File: src/rtl/rq_adm_pkg.sv
package rq_adm_pkg;
  typedef logic [3:0] level_t;
  localparam level_t LEVEL_RESET = 4'hA;
endpackage

File: src/rtl/rq_occ_counter.sv
module rq_occ_counter #(
  parameter int DEPTH = 16,
  parameter int CW    = $clog2(DEPTH + 1)
) (
  input  logic          clk,
  input  logic          rst_n,
  input  logic          enq,
  input  logic          deq,
  output logic [CW-1:0] cnt,
  output logic          full,
  output logic          empty
);
  localparam logic [CW-1:0] MAX_CNT = CW'(DEPTH);

  logic [CW-1:0] cnt_nxt;

  assign full  = (cnt == MAX_CNT);
  assign empty = (cnt == '0);

  always_comb begin
    cnt_nxt = cnt;
    unique case ({enq, deq})
      2'b10:   if (!full)  cnt_nxt = cnt + 1'b1;
      2'b01:   if (!empty) cnt_nxt = cnt - 1'b1;
      default: cnt_nxt = cnt;
    endcase
  end

  always_ff @(posedge clk) begin
    if (!rst_n) cnt <= '0;
    else        cnt <= cnt_nxt;
  end


  occ_inc_chk: assert property (@(posedge clk) disable iff (!rst_n)
    (enq && !deq && !full) |=> (cnt == $past(cnt) + 1'b1));

  occ_dec_chk: assert property (@(posedge clk) disable iff (!rst_n)
    (deq && !enq && !empty) |=> (cnt == $past(cnt) - 1'b1));

  occ_hold_chk: assert property (@(posedge clk) disable iff (!rst_n)
    (enq == deq) |=> $stable(cnt));

  occ_bound_chk: assert property (@(posedge clk) disable iff (!rst_n)
    cnt <= MAX_CNT);
endmodule

File: src/rtl/rq_level_regs.sv
module rq_level_regs
  import rq_adm_pkg::*;
(
  input  logic   clk,
  input  logic   rst_n,
  input  logic   wr,
  input  level_t engage_in,
  input  level_t release_in,
  output level_t engage_q,
  output level_t release_q
);
  always_ff @(posedge clk) begin
    if (!rst_n) begin
      engage_q  <= LEVEL_RESET;
      release_q <= LEVEL_RESET;
    end else if (wr) begin
      engage_q  <= engage_in;
      release_q <= release_in;
    end
  end


  lvl_capture_chk: assert property (@(posedge clk) disable iff (!rst_n)
    wr |=> (engage_q == $past(engage_in)) && (release_q == $past(release_in)));

  lvl_keep_chk: assert property (@(posedge clk) disable iff (!rst_n)
    !wr |=> $stable(engage_q) && $stable(release_q));
endmodule

File: src/rtl/rq_stall_state.sv
module rq_stall_state
  import rq_adm_pkg::*;
#(
  parameter int CW = 5
) (
  input  logic          clk,
  input  logic          rst_n,
  input  logic [CW-1:0] cnt,
  input  level_t        engage,
  input  level_t        release_lvl,
  output logic          stalled
);
  logic at_engage;
  logic at_release;

  assign at_engage  = (cnt >= CW'(engage));
  assign at_release = (cnt <= CW'(release_lvl));

  always_ff @(posedge clk) begin
    if (!rst_n)          stalled <= 1'b0;
    else if (at_engage)  stalled <= 1'b1;
    else if (at_release) stalled <= 1'b0;
  end


  stall_set_chk: assert property (@(posedge clk) disable iff (!rst_n)
    (cnt >= CW'(engage)) |=> stalled);

  stall_clr_chk: assert property (@(posedge clk) disable iff (!rst_n)
    ((cnt < CW'(engage)) && (cnt <= CW'(release_lvl))) |=> !stalled);

  stall_hold_chk: assert property (@(posedge clk) disable iff (!rst_n)
    ((cnt < CW'(engage)) && (cnt > CW'(release_lvl))) |=> $stable(stalled));

  stall_inv_chk: assert property (@(posedge clk) disable iff (!rst_n)
    (release_lvl > engage) |=> (stalled == ($past(cnt) >= CW'($past(engage)))));
endmodule

File: src/rtl/rq_ready_gate.sv
module rq_ready_gate #(
  parameter int N_AGENTS = 4
) (
  input  logic                clk,
  input  logic                rst_n,
  input  logic [N_AGENTS-1:0] valid,
  input  logic [N_AGENTS-1:0] priv,
  input  logic                stalled,
  input  logic                full,
  output logic [N_AGENTS-1:0] ready
);
  for (genvar g = 0; g < N_AGENTS; g++) begin : g_agent
    assign ready[g] = valid[g] & ~full & (priv[g] | ~stalled);


    priv_pass_chk: assert property (@(posedge clk) disable iff (!rst_n)
      (valid[g] && priv[g] && !full) |-> ready[g]);

    idle_ready_chk: assert property (@(posedge clk) disable iff (!rst_n)
      !valid[g] |-> !ready[g]);
  end


  full_block_chk: assert property (@(posedge clk) disable iff (!rst_n)
    full |-> (ready == '0));

  stall_gate_chk: assert property (@(posedge clk) disable iff (!rst_n)
    stalled |-> ((ready & ~priv) == '0));
endmodule

File: src/rtl/rq_admission_ctrl.sv
module rq_admission_ctrl
  import rq_adm_pkg::*;
#(
  parameter int N_AGENTS = 4,
  parameter int DEPTH    = 16,
  localparam int CW      = $clog2(DEPTH + 1)
) (
  input  logic                clk,
  input  logic                rst_n,
  input  logic [N_AGENTS-1:0] req_valid,
  input  logic [N_AGENTS-1:0] req_priv,
  input  logic                enq,
  input  logic                deq,
  input  logic                thr_wr,
  input  logic [3:0]          thr_engage,
  input  logic [3:0]          thr_release,
  output logic [N_AGENTS-1:0] req_ready,
  output logic [CW-1:0]       occupancy
);
  logic   full;
  logic   empty;
  logic   stalled;
  level_t engage_q;
  level_t release_q;

  rq_occ_counter #(.DEPTH(DEPTH), .CW(CW)) u_cnt (
    .clk   (clk),
    .rst_n (rst_n),
    .enq   (enq),
    .deq   (deq),
    .cnt   (occupancy),
    .full  (full),
    .empty (empty)
  );

  rq_level_regs u_lvl (
    .clk        (clk),
    .rst_n      (rst_n),
    .wr         (thr_wr),
    .engage_in  (thr_engage),
    .release_in (thr_release),
    .engage_q   (engage_q),
    .release_q  (release_q)
  );

  rq_stall_state #(.CW(CW)) u_stall (
    .clk         (clk),
    .rst_n       (rst_n),
    .cnt         (occupancy),
    .engage      (engage_q),
    .release_lvl (release_q),
    .stalled     (stalled)
  );

  rq_ready_gate #(.N_AGENTS(N_AGENTS)) u_gate (
    .clk     (clk),
    .rst_n   (rst_n),
    .valid   (req_valid),
    .priv    (req_priv),
    .stalled (stalled),
    .full    (full),
    .ready   (req_ready)
  );


  rst_state_chk: assert property (@(posedge clk)
    !rst_n |=> (occupancy == '0) && !stalled
               && (engage_q == LEVEL_RESET) && (release_q == LEVEL_RESET));

  empty_floor_chk: assert property (@(posedge clk) disable iff (!rst_n)
    (empty && deq && !enq) |=> (occupancy == '0));
endmodule

File: config.mk
export PLATFORM = sky130hd
export DESIGN_NAME = rq_admission_ctrl
export DESIGN_NICKNAME = d
export VERILOG_FILES = /design/src/rtl/rq_adm_pkg.sv /design/src/rtl/rq_occ_counter.sv /design/src/rtl/rq_level_regs.sv /design/src/rtl/rq_stall_state.sv /design/src/rtl/rq_ready_gate.sv /design/src/rtl/rq_admission_ctrl.sv
export SDC_FILE = /design/constraint.sdc
export NUM_CORES = 1
export LEC_CHECK = 0
export CELL_PAD_IN_SITES_DETAIL_PLACEMENT = 1
export CELL_PAD_IN_SITES_GLOBAL_PLACEMENT = 1
export CORE_ASPECT_RATIO = 0.6
export CORE_MARGIN = 2
export CORE_UTILIZATION = 33
export DETAILED_ROUTE_END_ITERATION = 12
export MAX_ROUTING_LAYER = met4
export PLACE_DENSITY = 0.82
export SLEW_MARGIN = 30
export SYNTH_ARGS = -nofsm -noshare
export SYNTH_HDL_FRONTEND = slang
export SYNTH_SLANG_ARGS = --single-unit
File: constraint.sdc
create_clock -name clk -period 3.2 [get_ports clk]
set_clock_uncertainty 0.1 [all_clocks]
set_input_delay 0.96 -clock clk [delete_from_list [all_inputs] [get_ports clk]]
set_output_delay 0.96 -clock clk [all_outputs]
set_load 0.05 [all_outputs]
==> impl_metrics.json <==
{
  "status": "complete, no violations",
  "hold_depth": 2,
  "synth_edf_count": 0,
  "synthTopCellsByArea": "dfxtp_1 (29%), ha_1 (17%), inv_1 (5.4%)",
  "yosysSeqAreaShare_pct": 28.9,
  "cp.arrival_ps": 3010,
  "yosys.area.top_type": "dfxtp_1",
  "fin_util_pct": 49.1,
  "slew-limit-headroom_pct": 65.3,
  "ys_seq_elements": 14,
  "seq_area_um2": 280,
  "viasPerCell": 4.91,
  "combinationalPowerShare_pct": 43.3,
  "hold_class": "register to register",
  "stdcell_count": 182,
  "grt_pass1_wl_um": 4170,
  "startpoint_type": "primary input",
  "critPathKind": "primary input to register",
  "num_rows": 15,
  "clock_path_buffers": 2,
  "final.min_clock_period_ps": 2990,
  "cts_resized": 0,
  "antenna_found_initial": 0,
  "synth_cell_types": 35,
  "ys.flop_type": "dfxtp_1",
  "final_nets": 176,
  "hold_start": "u_lvl.engage_q[1]",
  "p_int_uw": 443,
  "drv_cap": 0,
  "fillers": 331,
  "finalMaxSlewViolations": 0,
  "die-area_um2": 3400,
  "cts_root_buf": "clkbuf_8",
  "die_h_um": 46.0,
  "clock_sink_count": 14,
  "place_inst": 178,
  "hold_viol": 0,
  "grt_setup_unrepaired": "false",
  "num_io_pins": 30,
  "clock.fmax_ghz": 0.334,
  "gp_congestion": 0.833,
  "p_leak_nw": 0.623,
  "area_growth_pct": 43.6,
  "place_area_um2": 1340,
  "via_count": 893,
  "core-area_um2": 2830,
  "post_cts_buffers": 0,
  "worst_slew_pin_slew_ps": 519,
  "track_usage_pct": 17.6,
  "hold_ws_ps": 391,
  "path_clk_slew_ps": 60,
  "multi_input_area_um2": 614,
  "crit_path_end_kind": "register",
  "clk_latency_ps": 250,
  "drt_iter0_markers": 25,
  "syn_inst": 110,
  "grt_remaining_overflow": 0,
  "dp_hpwl_um": 2130,
  "die_w_um": 74.0,
  "finalSetupViolCount": 0,
  "start_util_pct": 34.2,
  "h-tree-depth": 1,
  "async_flop_share_pct": 0,
  "p_clk_share_pct": 24.9,
  "regToRegSetupSlack_ps": 1240,
  "wirelength_um": 2660,
  "drcViolationCount": 0,
  "routedWlPerCell_um": 14.6,
  "hold_end": "u_lvl.engage_q[1]",
  "total_power_uw": 711,
  "critPathMaxFanout": 7,
  "p_seq_share_pct": 31.9,
  "r2r_end": "u_cnt.cnt[4]",
  "first_pass_iters": 4,
  "fin_crit_sh_pct": 93.4,
  "switching_power_uw": 268,
  "synthesis.area_um2": 970,
  "port_buffers": 29,
  "cts_tree": "done",
  "synth_nets": 145,
  "cts_hold_buf": 0,
  "reg2reg_depth": 6,
  "critical_path_required_ps": 3220,
  "drive_above_1_share_pct": 9.29,
  "power.density_nw_per_um2": 510,
  "grt_pass1_vias": 852,
  "ys.warnings.count": 0,
  "grt_max_degree": 13,
  "r2r_start": "u_cnt.cnt[1]",
  "ant_nets": 0,
  "peakVddDrop_uv": 267,
  "yosys.area.top_type_share_pct": 28.9,
  "avgSynthCellArea_um2": 8.82,
  "switching_share_pct": 37.7,
  "final_area_um2": 1390,
  "antenna-diode-count": 0,
  "cts_buffers": 3
}
==> sequential cells by signal (all words and copies together), names as in the netlist <==
register and count:
u_cnt.cnt 5, u_lvl.release_q 4, u_lvl.engage_q 4, u_stall.stalled 1
==> area by class of cell <==
| cell class | instances | share of cell area (%) |
|---|---|---|
| sequential | 14 | 20.1 |
| multi-input combinational | 78 | 44.1 |
| timing repair buffer | 30 | 24.3 |
| clock buffer | 4 | 3.95 |
| tap | 42 | 3.77 |
| inverter | 14 | 3.77 |
==> Yosys cell counts, drive strengths merged (2+ instances only) <==
| library cell | count |
|---|---|
| nand2 | 9 |
| mux2i | 4 |
| buf | 2 |
| ha | 13 |
| a21oi | 4 |
| inv | 14 |
| nor2 | 5 |
| nand2b | 6 |
| nor2b | 4 |
| and3 | 4 |
| clkbuf | 2 |
| o211ai | 4 |
| dfxtp | 14 |
| o21ai | 3 |
| nand3 | 5 |
| mux2 | 2 |
==> layer usage <==
metal	GRT usage (%)	vias to the layer above	wire length, µm
met1	22.0	424	1230
met4	4.36	0	21
met5	-	-	0
li1	-	440	-
met2	27.7	24	1230
met3	5.53	5	176
==> per-stage QoR <==
step	setup TNS (ps)	setup slack (ps)
floorplan	0	643
global placement	0	124
detailed placement	-36.1	-36.1
CTS	0	224
global route	0	86.8
finish	0	210
==> worst max-delay path by stage <==
stage / from / endpoint / slack [ps] / cells after the start
floorplan: enq / u_cnt.cnt[4] / 640 / 8
global placement: enq / u_cnt.cnt[4] / 120 / 9
detailed placement: enq / u_cnt.cnt[4] / -40 / 9
CTS: enq / u_cnt.cnt[4] / 220 / 9
global route: enq / u_cnt.cnt[4] / 90 / 9
finish: enq / u_cnt.cnt[4] / 210 / 9
==> power groups by stage <==
stage / sequential, mW / clock (mW) / combinational (mW)
after CTS: 0.226 / 0.181 / 0.310
after floorplan: 0.255 / 0 / 0.157
after global placement: 0.229 / 0 / 0.293
after global routing: 0.231 / 0.191 / 0.332
after detailed placement: 0.230 / 0 / 0.302
final: 0.227 / 0.177 / 0.308
==> placed cells by master, fill, tap and decap left out, drive strengths merged, types with 2 or more instances in the layout <==
cell,instances
ha,13
buf,5
and3,4
nand2,9
inv,14
o211ai,4
mux2,2
nand2b,6
nor2b,4
nor2,5
mux2i,4
nand3,5
clkbuf,4
a21oi,4
dfxtp,14
o21ai,3
clkdlybuf4s50,25
==> kinds of logic (layout without fill, tap and decap cells) <==
kind of cell / Yosys count / in the layout / synth area share, %
compound gates: 19 / 19 / 15.4
xor+xnor: 2 / 2 / 1.81
fa+ha+maj: 14 / 14 / 18.8
buf+inv: 18 / 48 / 7.74
flops: 14 / 14 / 28.9
mux: 6 / 6 / 6.84
simple gates: 37 / 37 / 20.5
==> critical path, cell delays in order <==
cell             delay (ps)
clkdlybuf4s50_1         420
inv_1                    70
ha_1                    320
inv_1                   140
fa_1                    400
nand2b_1                180
o2bb2ai_1               180
mux2_2                  250
o2111ai_1               100
No activity file was read; power rests on OpenSTA's default activity.
